File: config.mk
export PLATFORM = sky130hd
export DESIGN_NAME = uart_regs
export DESIGN_NICKNAME = d
export VERILOG_FILES = /design/src/rtl/uart_regs_pkg.sv /design/src/rtl/uart_rx_fifo.sv /design/src/rtl/uart_reg_decode.sv /design/src/rtl/uart_irq.sv /design/src/rtl/uart_regs.sv
export SDC_FILE = /design/constraint.sdc
export NUM_CORES = 1
export LEC_CHECK = 0
export BUFFER_PORTS_ARGS = -buffer_cell sky130_fd_sc_hd__buf_2
export CAP_MARGIN = 20
export CORE_ASPECT_RATIO = 1.75
export CORE_MARGIN = 4
export CORE_UTILIZATION = 45
export DETAILED_ROUTE_END_ITERATION = 16
export PLACE_DENSITY = 0.73
export SETUP_SLACK_MARGIN = 0.3
export SYNTH_ARGS = -nofsm -noshare
export SYNTH_HDL_FRONTEND = slang
export SYNTH_HIERARCHICAL = 1
export SYNTH_SLANG_ARGS = --single-unit
File: constraint.sdc
create_clock -name clk_i -period 4.9 [get_ports clk_i]
set_input_delay 0.245 -clock clk_i [delete_from_list [all_inputs] [get_ports clk_i]]
set_output_delay 0.245 -clock clk_i [all_outputs]
set_load 0.05 [all_outputs]
File: src/rtl/uart_regs_pkg.sv
package uart_regs_pkg;
  localparam int unsigned INT_W = 11;

  // word indices with fixed behaviour
  localparam int unsigned IX_DATA = 0;
  localparam int unsigned IX_FLAG = 6;
  localparam int unsigned IX_RAW  = 15;
  localparam int unsigned IX_MST  = 16;
  localparam int unsigned IX_ICLR = 17;

  // plain read/write configuration registers
  localparam int unsigned NCFG = 8;
  localparam int unsigned CFG_IDX [NCFG] = '{8, 9, 10, 11, 12, 13, 14, 18};
  localparam logic [31:0] CFG_MASK [NCFG] = '{32'hFF, 32'hFFFF, 32'h3F, 32'hFF,
                                              32'hFFFF, 32'h3F, 32'h7FF, 32'h7};
  localparam int unsigned SLOT_LINE = 3;
  localparam int unsigned SLOT_LVL  = 5;
  localparam int unsigned SLOT_MASK = 6;

  localparam int unsigned LINE_FIFO_EN = 4;
  localparam int unsigned INT_RX = 4;
  localparam int unsigned INT_TX = 5;
  localparam int unsigned FLG_RXE = 4;
  localparam int unsigned FLG_RXF = 6;
  localparam int unsigned FLG_TXE = 7;

  function automatic logic [7:0] id_byte(input int unsigned variant, input logic [2:0] k);
    logic alt;
    alt = (variant != 0);
    case (k)
      3'd0:    id_byte = 8'h11;
      3'd1:    id_byte = alt ? 8'h00 : 8'h10;
      3'd2:    id_byte = alt ? 8'h18 : 8'h14;
      3'd3:    id_byte = alt ? 8'h01 : 8'h00;
      3'd4:    id_byte = 8'h0D;
      3'd5:    id_byte = 8'hF0;
      3'd6:    id_byte = 8'h05;
      default: id_byte = 8'hB1;
    endcase
  endfunction
endpackage

File: src/rtl/uart_rx_fifo.sv
module uart_rx_fifo #(
  parameter int unsigned DEPTH = 16,
  parameter int unsigned DW    = 8,
  localparam int unsigned PTR_W = (DEPTH > 1) ? $clog2(DEPTH) : 1,
  localparam int unsigned CNT_W = $clog2(DEPTH + 1)
) (
  input  logic             clk_i,
  input  logic             rst_ni,
  input  logic             push_i,
  input  logic             pop_i,
  input  logic [DW-1:0]    wdata_i,
  output logic [DW-1:0]    rdata_o,
  output logic [CNT_W-1:0] count_o
);
  logic [DW-1:0]    mem_q [DEPTH];
  logic [PTR_W-1:0] wp_q, rp_q;
  logic [CNT_W-1:0] cnt_q;

  function automatic logic [PTR_W-1:0] inc(input logic [PTR_W-1:0] p);
    return (32'(p) == DEPTH - 1) ? '0 : p + 1'b1;
  endfunction

  always_ff @(posedge clk_i) begin
    if (push_i) mem_q[wp_q] <= wdata_i;
  end

  always_ff @(posedge clk_i or negedge rst_ni) begin
    if (!rst_ni) begin
      wp_q  <= '0;
      rp_q  <= '0;
      cnt_q <= '0;
    end else begin
      if (push_i) wp_q <= inc(wp_q);
      if (pop_i)  rp_q <= inc(rp_q);
      cnt_q <= cnt_q + CNT_W'(push_i) - CNT_W'(pop_i);
    end
  end

  assign rdata_o = mem_q[rp_q];
  assign count_o = cnt_q;
endmodule

File: src/rtl/uart_reg_decode.sv
module uart_reg_decode import uart_regs_pkg::*; #(
  parameter int unsigned ADDR_W = 12,
  localparam int unsigned WIX_W = ADDR_W - 2
) (
  input  logic              we_i,
  input  logic [ADDR_W-1:0] addr_i,
  output logic [WIX_W-1:0]  idx_o,
  output logic              id_hit_o,
  output logic [2:0]        id_sel_o,
  output logic              defined_o
);
  logic cfg_hit, rd_ok, wr_ok;

  assign idx_o    = WIX_W'(addr_i >> 2);
  assign id_hit_o = &addr_i[ADDR_W-1:5];
  assign id_sel_o = idx_o[2:0];

  always_comb begin
    cfg_hit = 1'b0;
    for (int g = 0; g < NCFG; g++)
      if (32'(idx_o) == CFG_IDX[g]) cfg_hit = 1'b1;
    rd_ok = cfg_hit || 32'(idx_o) == IX_DATA || 32'(idx_o) == IX_FLAG
            || 32'(idx_o) == IX_RAW || 32'(idx_o) == IX_MST;
    wr_ok = cfg_hit || 32'(idx_o) == IX_DATA || 32'(idx_o) == IX_FLAG
            || 32'(idx_o) == IX_ICLR;
    if (id_hit_o) defined_o = !we_i;
    else          defined_o = we_i ? wr_ok : rd_ok;
  end
endmodule

File: src/rtl/uart_irq.sv
module uart_irq import uart_regs_pkg::*; (
  input  logic             clk_i,
  input  logic             rst_ni,
  input  logic [INT_W-1:0] mask_i,
  input  logic             clr_we_i,
  input  logic [INT_W-1:0] clr_val_i,
  input  logic             tx_set_i,
  input  logic             rx_set_i,
  input  logic             rx_clr_i,
  output logic [INT_W-1:0] raw_o,
  output logic [INT_W-1:0] masked_o,
  output logic             irq_o
);
  logic [INT_W-1:0] raw_q, raw_d;

  // clears first, sets last: a set in the same cycle wins
  always_comb begin
    raw_d = raw_q;
    if (rx_clr_i) raw_d[INT_RX] = 1'b0;
    if (clr_we_i) raw_d = raw_d & ~clr_val_i;
    if (tx_set_i) raw_d[INT_TX] = 1'b1;
    if (rx_set_i) raw_d[INT_RX] = 1'b1;
  end

  always_ff @(posedge clk_i or negedge rst_ni) begin
    if (!rst_ni) raw_q <= '0;
    else         raw_q <= raw_d;
  end

  assign raw_o    = raw_q;
  assign masked_o = raw_q & mask_i;
  assign irq_o    = |masked_o;
endmodule

File: src/rtl/uart_regs.sv
module uart_regs import uart_regs_pkg::*; #(
  parameter int unsigned DEPTH   = 16,
  parameter int unsigned VARIANT = 0,
  parameter int unsigned ADDR_W  = 12,
  localparam int unsigned CNT_W  = $clog2(DEPTH + 1),
  localparam int unsigned WIX_W  = ADDR_W - 2
) (
  input  logic              clk_i,
  input  logic              rst_ni,
  input  logic              req_i,
  input  logic              we_i,
  input  logic [ADDR_W-1:0] addr_i,
  input  logic [31:0]       wdata_i,
  output logic [31:0]       rdata_o,
  output logic              err_o,
  output logic              irq_o,
  output logic              tx_valid_o,
  output logic [7:0]        tx_data_o,
  input  logic              rx_valid_i,
  input  logic [7:0]        rx_data_i,
  output logic              rx_ready_o
);
  logic [WIX_W-1:0] idx;
  logic             id_hit, defined, wr_acc, rd_acc;
  logic [2:0]       id_sel;
  logic [31:0]      cfg_q [NCFG];
  logic [INT_W-1:0] mask_st, raw_st, masked_st;
  logic [CNT_W-1:0] rx_cnt, nxt_cnt, cap, trig;
  logic [7:0]       rx_head, flags;
  logic             fifo_en, push, pop, data_rd;
  int unsigned      lvl_t;
  logic [31:0]      rd_mux;

  uart_reg_decode #(.ADDR_W(ADDR_W)) i_dec (
    .we_i(we_i), .addr_i(addr_i), .idx_o(idx),
    .id_hit_o(id_hit), .id_sel_o(id_sel), .defined_o(defined)
  );

  assign wr_acc = req_i && we_i && defined;
  assign rd_acc = req_i && !we_i && defined;
  assign err_o  = req_i && !defined;

  for (genvar g = 0; g < NCFG; g++) begin : g_cfg
    always_ff @(posedge clk_i or negedge rst_ni) begin
      if (!rst_ni)
        cfg_q[g] <= '0;
      else if (wr_acc && 32'(idx) == CFG_IDX[g])
        cfg_q[g] <= wdata_i & CFG_MASK[g];
    end
  end

  assign mask_st = cfg_q[SLOT_MASK][INT_W-1:0];
  assign fifo_en = cfg_q[SLOT_LINE][LINE_FIFO_EN];
  assign cap     = fifo_en ? CNT_W'(DEPTH) : CNT_W'(1);

  // trigger level follows the live line-control and level-select values
  always_comb begin
    lvl_t = 32'(cfg_q[SLOT_LVL][5:3]) << 2;
    if (lvl_t == 0)     lvl_t = 1;
    if (lvl_t > DEPTH)  lvl_t = DEPTH;
    trig = fifo_en ? CNT_W'(lvl_t) : CNT_W'(1);
  end

  assign rx_ready_o = rx_cnt < cap;
  assign data_rd    = rd_acc && !id_hit && 32'(idx) == IX_DATA;
  assign push       = rx_valid_i && rx_ready_o;
  assign pop        = data_rd && rx_cnt != '0;
  assign nxt_cnt    = rx_cnt + CNT_W'(push) - CNT_W'(pop);

  uart_rx_fifo #(.DEPTH(DEPTH), .DW(8)) i_fifo (
    .clk_i(clk_i), .rst_ni(rst_ni), .push_i(push), .pop_i(pop),
    .wdata_i(rx_data_i), .rdata_o(rx_head), .count_o(rx_cnt)
  );

  assign tx_valid_o = wr_acc && 32'(idx) == IX_DATA;
  assign tx_data_o  = wdata_i[7:0];

  uart_irq i_irq (
    .clk_i(clk_i), .rst_ni(rst_ni), .mask_i(mask_st),
    .clr_we_i(wr_acc && 32'(idx) == IX_ICLR),
    .clr_val_i(wdata_i[INT_W-1:0]),
    .tx_set_i(tx_valid_o),
    .rx_set_i(push && nxt_cnt == trig),
    .rx_clr_i(pop && nxt_cnt == trig - 1'b1),
    .raw_o(raw_st), .masked_o(masked_st), .irq_o(irq_o)
  );

  always_comb begin
    flags          = '0;
    flags[FLG_TXE] = 1'b1;
    flags[FLG_RXF] = !rx_ready_o;
    flags[FLG_RXE] = rx_cnt == '0;
  end

  always_comb begin
    rd_mux = '0;
    if (id_hit) rd_mux = {24'b0, id_byte(VARIANT, id_sel)};
    else begin
      if (32'(idx) == IX_DATA && rx_cnt != '0) rd_mux = {24'b0, rx_head};
      if (32'(idx) == IX_FLAG) rd_mux = {24'b0, flags};
      if (32'(idx) == IX_RAW)  rd_mux = 32'(raw_st);
      if (32'(idx) == IX_MST)  rd_mux = 32'(masked_st);
      for (int g = 0; g < NCFG; g++)
        if (32'(idx) == CFG_IDX[g]) rd_mux = cfg_q[g];
    end
  end

  assign rdata_o = rd_acc ? rd_mux : '0;
endmodule

==> results.toml, run 1 <==
[clock_network]
cts_inserted_buffers = 22
cts.clk_slew.worst_paths_ns = 0.07
h-tree-depth = 1
clk-insertion-delay-late_ns = 0.51
cts_setup_buffers = 0
ctsRootBufferMaster = "clkbuf_16"
clk_path_buf_depth = 3
cts_tree = "done"
clock_sinks = 226

[sta]
hold_violations = 0
final-setup-viol-count = 0
pin_slew_with_the_least_headroom_to_its_limit_ns = 1.04
post_route_minimum_period_ns = 3.93
slew_headroom = 0.306
worst_clock_skew_ns = 0.0127
timing.final.crit_share = 0.802
highest_achievable_clock_rate_ghz = 0.255
rsz0062_at_grt = "false"
finalMaxSlewViolations = 0
tns_ns = 0

[global_routing]
grtUsageMet3 = 0.0309
overflow = 0
grtUsageMet2 = 0.358
first_global_vias = 7597
gr-usage-all-layers = 0.196
top_usage_layer = "met2"
grt_pass1_wl_mm = 42.7
pin_count_of_the_biggest_net_entering_global_routing = 73
antenna_found_initial = 0
grt.met1_usage = 0.205

[placement]
portBuffers = 66
place.detailed.instances = 1193
dpl.hpwl_mm = 19.4
gpl.final_weighted_congestion = 1.01

[detailed_routing]
drtIter0Drc = 809
first_pass_iters = 5
drtAntennaViolNets = 0
routed_wirelength_mm = 27.1
via_count = 7403
wire_per_inst_microns = 21.8
vias_per_cell = 5.96
remaining_drc_errors = 0

[layout]
final_cell_count_no_fill = 1243
drive_gt1_frac = 0.249
antenna_cells = 0
num-nets-final = 995
synthToLayoutAreaGrowth_pct = 10.9

[synthesis]
synth.cell_area_sq_um = 11300
syn-mean-instance-area_sq_um = 13.2
synthesis.instances = 858
ys_seq_elements = 226
synth_enable_flop_cells = 128
yosysUniqueCellTypes = 80
synth_async_sr_flop_share = 0.434
ys_dominant_reg_cell = "edfxtp_1"
ys_seq_area_frac = 0.557
synthesis.yosys.warnings = 6

[worst_setup_path]
critPathArrivalTime_ns = 4.34
crit_path_cell_trace = "inv_1 > ha_1 > or4b_1 > and4_2 > nor2b_1 > buf_4 > ha_1 > inv_1 > ha_1 > fa_1 > a21oi_1 > o21bai_1 > xnor2_1 > nor4_1 > inv_1 > a31o_2"
cp_slowest_cell = "or4b_1"
worst_path_largest_cell_delay_ns = 0.59
startpoint_type = "register"
required_ns = 5.31
timing.setup.critical_path_class = "register to register"
crit_fanout = 9
worst_setup_path_end_kind = "register"
reg2reg_slack_ns = 0.97

[power_and_ir_drop]
p_per_area_nw_per_um2 = 377
irDropWorstVdd_mv = 0.309
p_leak_nw = 5.06

[die]
die_w_microns = 128
initial_utilization = 0.457
core_region_area_sq_um = 24700
io_pins = 101
die-height_microns = 218
rows = 76
die_area_sq_um = 27800

[job]
drv_cap = 0

[worst_hold_path]
worst_hold_path_type = "input pin to register"

[run_status]
result_of_the_run = "complete, no violations"
## cells in the mapped netlist (4+ instances only)
master / instances / area [sq um]
nand4_1: 4 / 25.0
xor2_1: 4 / 35.0
buf_4: 38 / 285
o22ai_1: 10 / 62.6
a21oi_1: 30 / 150
dfrtp_1: 98 / 2450
a22oi_1: 25 / 188
inv_1: 26 / 97.6
and2_1: 22 / 138
nor4_1: 4 / 25.0
mux4_2: 20 / 450
buf_2: 12 / 60.1
or3_1: 4 / 25.0
ha_1: 20 / 250
o21bai_1: 5 / 37.5
o31ai_1: 5 / 37.5
and3_1: 8 / 50.1
a21boi_1: 8 / 60.1
mux2_2: 72 / 811
nor2b_1: 11 / 68.8
a31oi_1: 9 / 56.3
nor3_1: 18 / 90.1
xnor2_1: 13 / 114
mux4_1: 12 / 315
clkbuf_1: 13 / 48.8
buf_6: 5 / 56.3
nand3_1: 10 / 50.1
mux2i_1: 9 / 90.1
nand2_1: 57 / 214
nor2_1: 41 / 154
mux2_1: 4 / 45.0
edfxtp_1: 128 / 3840
o32ai_1: 4 / 35.0
nand2b_1: 8 / 50.1
o21ai_0: 30 / 150
## kinds of logic (layout without fill, tap and decap cells)
| logic type | Yosys count | after routing | synth area share |
|---|---|---|---|
| AND/OR/NAND/NOR | 215 | 215 | 0.101 |
| XOR/XNOR | 17 | 17 | 0.0132 |
| adder cells (fa/ha/maj) | 22 | 22 | 0.0257 |
| multiplexers | 117 | 117 | 0.151 |
| flip-flops | 226 | 226 | 0.557 |
| buffers and inverters | 100 | 158 | 0.0557 |
| AO/OA/AOI/OAI | 160 | 160 | 0.0954 |
| other | 1 | 16 | 0.000332 |
## critical path: cells and delay by family, from the launching register on
| kind | cells | cell delay, ns |
|---|---|---|
| and+or+nand+nor | 4 | 1.36 |
| adders and majority gates | 4 | 1.03 |
| AOI/OAI and AO/OA | 3 | 0.45 |
| DFF | 1 | 0.41 |
| buffers and inverters | 4 | 0.40 |
| xor gates and xnor gates | 1 | 0.16 |
## timing repair
action / 4_1_cts / 5_1_grt
endpoints found under the hold margin: 86 / 0
resized for setup: 0 / 0
hold buffers: 11 / 0
## layout make-up
cell class / instances / area, sq um
Timing Repair Buffer: 93 / 563
Fill cell: 2124 / 12200
Clock inverter: 12 / 163
Multi-Input combinational cell: 547 / 4440
Sequential cell: 226 / 6300
Clock buffer: 27 / 589
Tap cell: 312 / 390
Inverter: 26 / 97.6
## state kept, by name, summed over array words and instances (netlist names)
register        flops
i_fifo/wp_q         4
i_fifo/mem_q      128
i_fifo/rp_q         4
i_irq/raw_o        11
cfg_q              74
i_fifo/count_o      5
## final timing paths
| kind | startpoint | to | cells after the start |
|---|---|---|---|
| min in group asynchronous | rst_ni | cfg_q[205] | 2 |
| worst max register to register | i_fifo/count_o[2] | i_irq/raw_o[4] | 16 |
| worst min register to register | cfg_q[206] | cfg_q[206] | 1 |
| worst max-delay path | i_fifo/count_o[2] | i_irq/raw_o[4] | 16 |
| worst min-delay path | wdata_i[2] | i_irq/raw_o[2] | 2 |
| max in group asynchronous | rst_ni | i_fifo/rp_q[0] | 3 |
## metal layers
metal	vias to the layer above	routed length (microns)	share of wire
met3	125	1450	0.054
met5	-	0	0
met1	3647	9010	0.33
met2	313	14700	0.54
li1	3318	-	-
met4	0	2000	0.074
## metrics by stage
stage | total power, mW | util | cell area, sq um | hold WS (ns) | setup WS [ns]
after global routing | 4.96 | 0.507 | 12500 | 0.0393 | 0.613
after detailed placement | 3.01 | 0.472 | 11700 | 0.428 | 0.844
after floorplan | 2.82 | - | 11400 | -0.0506 | 1.08
after CTS | 4.76 | 0.507 | 12500 | 0.0280 | 0.967
final | 4.72 | 0.507 | 12500 | 0.0523 | 0.972
after global placement | 2.98 | 0.472 | 11700 | 0.430 | 0.853
## placed cells by master (no fill, tap or decap), drive strengths merged, types with 5 or more instances in the layout
cell type and instances:
o31ai 5, dfrtp 98, o22ai 10, nand2 58, o21ai 30, nand2b 8
a21boi 11, and2 25, and3 8, a21oi 31, ha 20, clkinv 5
nor2b 11, edfxtp 128, conb 16, clkbuf 27, inv 28, a22oi 25
nand3 11, nor3 19, nor2 42, mux2 76, xnor2 13, buf 82
nor4 7, mux2i 9, a31oi 9, o21bai 5, mux4 32, dlygate4sd3 11
## power by group
part           total, mW  switching, mW  internal (mW)
Sequential          2.18         0.0729           2.11
Clock               1.74          0.716           1.02
Combinational      0.800          0.485          0.314
Total               4.72           1.27           3.45
Note: power is estimated with default switching activity, not from simulation.
==> run 2, diff against run 1 <==
- PLACE_DENSITY: 0.73 -> 0.76
- clock period: 4.9 -> 3.4 ns (I/O delays scaled with it)
==> run 2 against run 1 <==
Setup slack worse by 0.80 ns. Sequential share of layout area down 2.0 points. Clock skew up 0.017 ns. Critical path type unchanged. Critical endpoint unchanged. Largest cell class unchanged. Largest power group unchanged. Highest routed layer unchanged.
==> results.toml, run 2 (same netlist as run 1, synthesis figures left out) <==
[worst_setup_path]
reg2reg_slack_ns = 0.18
critPathTopFamily = "simple AND/OR/NAND/NOR gates"
worst_setup_path_end_kind = "register"
cp_num_buf_inv = 3
required_ns = 3.79
cp_slowest_cell = "fa_2"
timing.setup.critical_path_class = "register to register"
crit_fanout = 3
critical-path-top-cell-by-count = "ha_4"
worst_path_largest_cell_delay_ns = 0.57
crit_path_cell_trace = "inv_2 > ha_4 > or4b_4 > and4_4 > nor2b_4 > ha_4 > inv_2 > ha_4 > fa_2 > and3_4 > o21ai_2 > nor4_2 > inv_1 > a31o_2"
critPathArrivalTime_ns = 3.62
startpoint_type = "register"

[sta]
worst_clock_skew_ns = 0.0298
final-setup-viol-count = 0
tns_ns = 0
hold_violations = 0
final.setup.worst_slack_ns = 0.176
highest_achievable_clock_rate_ghz = 0.310
pin_slew_with_the_least_headroom_to_its_limit_ns = 0.988
finalMaxSlewViolations = 0
post_route_minimum_period_ns = 3.22
timing.final.crit_share = 0.948
slew_headroom = 0.342
rsz0062_at_grt = "true"

[detailed_routing]
first_pass_iters = 6
remaining_drc_errors = 0
via_count = 7673
drtIter0Drc = 629
drtAntennaViolNets = 0
vias_per_cell = 5.95
wire_per_inst_microns = 22.3
routed_wirelength_mm = 28.8

[die]
die_area_sq_um = 27800
die_w_microns = 128
initial_utilization = 0.457
die-height_microns = 218
io_pins = 101
rows = 76
core_region_area_sq_um = 24700

[power_and_ir_drop]
p_per_area_nw_per_um2 = 522
irDropWorstVdd_mv = 0.432
totalPowerFinal_mw = 6.82
p_leak_nw = 5.26

[layout]
num-nets-final = 1042
synthToLayoutAreaGrowth_pct = 15.6
drive_gt1_frac = 0.310
top_register_by_number_of_flip_flops = "i_fifo/mem_q"
leading_cell_type_in_the_layout_fill_and_taps_excluded = "edfxtp_1"
antenna_cells = 0
layout.cells.most_common_list = "edfxtp_1 (128), dfrtp_1 (97), mux2_2 (72)"
layout.cell_area.non_filler_sq_um = 13100
number_of_fill_cells = 2079
number_of_flip_flops_in_the_largest_register = 128

[placement]
postPlaceCellArea_sq_um = 12000
dpl.hpwl_mm = 20.3
gpl.final_weighted_congestion = 1.02
portBuffers = 66
pre_cts_ws_ns = -0.0422

[global_routing]
gr-usage-all-layers = 0.203
pin_count_of_the_biggest_net_entering_global_routing = 46
antenna_found_initial = 0
overflow = 0
first_global_vias = 7963
grt_pass1_wl_mm = 44.3

[clock_network]
cts_inserted_buffers = 22
clk_path_buf_depth = 3
h-tree-depth = 1
cts.clk_slew.worst_paths_ns = 0.06
cts_tree = "done"
clock_sinks = 226
clk-insertion-delay-late_ns = 0.52
ctsRootBufferMaster = "clkbuf_16"

[worst_hold_path]
worst_hold_path_type = "input pin to register"

[run_status]
result_of_the_run = "complete, no violations"

[job]
drv_cap = 0
-- run 2: cell count changes in the layout (fill, tap and decap cells not counted), sizes merged --
| cell | before | now |
|---|---|---|
| buf | 82 | 126 |
| clkinv | 5 | 8 |
| dlygate4sd3 | 11 | 14 |
| bufinv | 3 | 1 |
| clkbuf | 27 | 29 |
| inv | 28 | 26 |
| clkinvlp | 2 | 1 |
-- run 2: cell type report --
class | instances | area, sq um | area share
Clock buffer | 29 | 577 | 0.0441
Clock inverter | 10 | 86.3 | 0.00661
Inverter | 26 | 97.6 | 0.00747
Multi-Input combinational cell | 547 | 4600 | 0.352
Sequential cell | 226 | 6300 | 0.482
Tap cell | 312 | 390 | 0.0299
Timing Repair Buffer | 140 | 1020 | 0.0781
-- run 2: layer usage --
layer  GRT usage  wire length, microns  part of all wire  vias up
met3      0.0301                  1210             0.042      107
li1            -                     -                 -     3393
met4       0.125                  1840             0.064        0
met5           0                     0                 0        -
met2       0.375                 15800              0.55      276
met1       0.212                  9930              0.34     3897
-- run 2: per-stage QoR --
| step | hold slack [ns] | utilization | cells |
|---|---|---|---|
| detailed placement | 0.197 | 0.484 | 1227 |
| global route | 0.0308 | 0.529 | 1290 |
| floorplan | -0.126 | - | 873 |
| finish | 0.0407 | 0.529 | 1290 |
| CTS | 0.0234 | 0.521 | 1283 |
| global placement | 0.187 | 0.484 | 1227 |
-- run 2: repair_timing --
action | in CTS | in global routing
endpoints found under the hold margin | 75 | 0
endpoints found under the setup margin | 8 | 9
pin swaps | 8 | 18
hold buffers | 14 | 0
resized for setup | 19 | 41
setup buffers | 3 | 7
-- run 2: power by group --
part / switching [mW] / internal (mW)
Sequential: 0.0943 / 3.04
Combinational: 0.814 / 0.608
Clock: 0.988 / 1.27
-- run 2: final timing paths --
kind                                   start                  to  depth (start not counted)
min                             rx_data_i[7]  i_fifo/mem_q[7][7]                          1
max in group asynchronous             rst_ni          cfg_q[101]                          3
min in group asynchronous             rst_ni          cfg_q[206]                          2
max                        i_fifo/count_o[3]      i_irq/raw_o[4]                         14
min reg2reg                       cfg_q[225]          cfg_q[225]                          1
max reg2reg                i_fifo/count_o[3]      i_irq/raw_o[4]                         14
==> run 3, diff against run 2 <==
- PLACE_DENSITY: 0.76 -> 0.73
- clock period: 3.4 -> 3.9 ns (I/O delays scaled with it)
==> run 3 against run 2 <==
Via count down 2.5%. Routed wire length down 2.6%. First-iteration DRC count up 2.7%. Utilization down 1.6 points. Critical path depth down 5. Clock power down 5%. Design area down 3.1%. Highest routed layer unchanged.
==> results.toml, run 3 (same netlist as run 1, synthesis figures left out) <==
[sta]
hold_violations = 0
slew_headroom = 0.350
post_route_minimum_period_ns = 3.51
hold_slack_ns = 0.0304
rsz0062_at_grt = "true"
highest_achievable_clock_rate_ghz = 0.285
worst_clock_skew_ns = 0.00942
final.setup.worst_slack_ns = 0.394
finalMaxSlewViolations = 0
tns_ns = 0
final-setup-viol-count = 0
pin_slew_with_the_least_headroom_to_its_limit_ns = 0.976
timing.final.crit_share = 0.899

[clock_network]
cts_inserted_buffers = 21
ctsRootBufferMaster = "clkbuf_16"
cts_tree = "done"
clk-insertion-delay-late_ns = 0.50
h-tree-depth = 1
clock_sinks = 226
cts.clk_slew.worst_paths_ns = 0.07
clk_path_buf_depth = 3

[global_routing]
overflow = 0
gr-usage-all-layers = 0.199
antenna_found_initial = 0
first_global_vias = 7691
grt_pass1_wl_mm = 42.9
pin_count_of_the_biggest_net_entering_global_routing = 71

[die]
die-height_microns = 218
die_w_microns = 128
initial_utilization = 0.457
die_area_sq_um = 27800
rows = 76
io_pins = 101
core_region_area_sq_um = 24700

[detailed_routing]
remaining_drc_errors = 0
via_count = 7478
routed_wirelength_mm = 28.1
vias_per_cell = 5.94
wire_per_inst_microns = 22.3
drtIter0Drc = 646
first_pass_iters = 5
drtAntennaViolNets = 0

[power_and_ir_drop]
power.clock.fraction = 0.362
p_per_area_nw_per_um2 = 468
internal_power_mw = 4.33
p_leak_nw = 5.12
sequential_power_share = 0.463
irDropWorstVdd_mv = 0.256
switching_power_mw = 1.60
p_comb_frac = 0.175
power.switching_fraction = 0.270

[worst_setup_path]
required_ns = 3.70
timing.setup.critical_path_class = "register to primary output"
crit_fanout = 16
startpoint_type = "register"
critPathArrivalTime_ns = 3.31
worst_setup_path_end_kind = "primary output"

[layout]
layout.cells.most_common_list = "edfxtp_1 (128), dfrtp_1 (96), mux2_2 (72)"
leading_cell_type_in_the_layout_fill_and_taps_excluded = "edfxtp_1"
num-nets-final = 1011
utilization = 0.512
synthToLayoutAreaGrowth_pct = 12.0
sequential_area_sq_um = 6300
multi_input_area_sq_um = 4460
drive_gt1_frac = 0.260
number_of_flip_flops_in_the_largest_register = 128
top_register_by_number_of_flip_flops = "i_fifo/mem_q"
number_of_fill_cells = 2117
antenna_cells = 0

[job]
drv_cap = 0

[worst_hold_path]
worst_hold_path_type = "input pin to register"

[placement]
portBuffers = 66
pre_cts_ws_ns = 0.230
dpl.hpwl_mm = 20.4
gpl.final_weighted_congestion = 0.998

[run_status]
result_of_the_run = "complete, no violations"
[run 3: area by class of cell]
type                       count  share of cell area
clock buffer                  26              0.0430
sequential                   226               0.498
clock inverter                12              0.0138
multi-input combinational    547               0.352
timing repair buffer         110              0.0550
inverter                      26             0.00771
tap                          312              0.0308
[run 3: critical path, cell delays in order (launching register included)]
cell      delay [ns]
dfrtp_4         0.58
buf_4           0.19
mux4_1          0.56
a22oi_1         0.39
nand2_1         0.16
a32oi_1         0.20
o21bai_1        0.12
a31oi_1         0.25
o22ai_1         0.12
buf_2           0.23
[run 3: metal layers]
layer	wire (microns)	track usage	part of all wire
met4	1960	0.121	0.070
met2	15400	0.374	0.55
met3	1320	0.0243	0.047
met5	0	0	0
met1	9380	0.208	0.33
[run 3: power groups by stage]
stage | Sequential, mW | Clock (mW) | Combinational, mW
after floorplan | 2.75 | 0 | 0.791
after global placement | 2.79 | 0 | 0.983
after detailed placement | 2.79 | 0 | 1.01
after CTS | 2.74 | 2.19 | 1.03
after global routing | 2.76 | 2.29 | 1.15
final | 2.75 | 2.15 | 1.04
[run 3: final timing paths]
kind / cells after the start / end / slack (ns) / from
setup / recovery: 9 / rdata_o[5] / 0.39 / i_fifo/rp_q[0]
hold / removal: 2 / i_irq/raw_o[0] / 0.03 / wdata_i[0]
max in group asynchronous: 3 / i_irq/raw_o[6] / 2.59 / rst_ni
min in group asynchronous: 2 / cfg_q[110] / 0.35 / rst_ni
hold reg to reg: 1 / cfg_q[206] / 0.49 / cfg_q[206]
setup reg to reg: 14 / i_irq/raw_o[4] / 0.48 / i_fifo/count_o[2]
[run 3: repair_timing]
action | CTS | global route
buffers inserted | 0 | 6
setup endpoints to repair | 3 | 3
hold buffers | 13 | 0
resized for setup | 1 | 5
hold endpoints to repair | 95 | 0
pin swaps | 0 | 1
[run 3: through the flow]
stage | total power, mW | instances | cell area, sq um
finish | 5.93 | 1259 | 12700
global route | 6.19 | 1259 | 12700
CTS | 5.96 | 1253 | 12600
detailed placement | 3.81 | 1202 | 11800
global placement | 3.77 | 1202 | 11800
floorplan | 3.54 | 873 | 11400
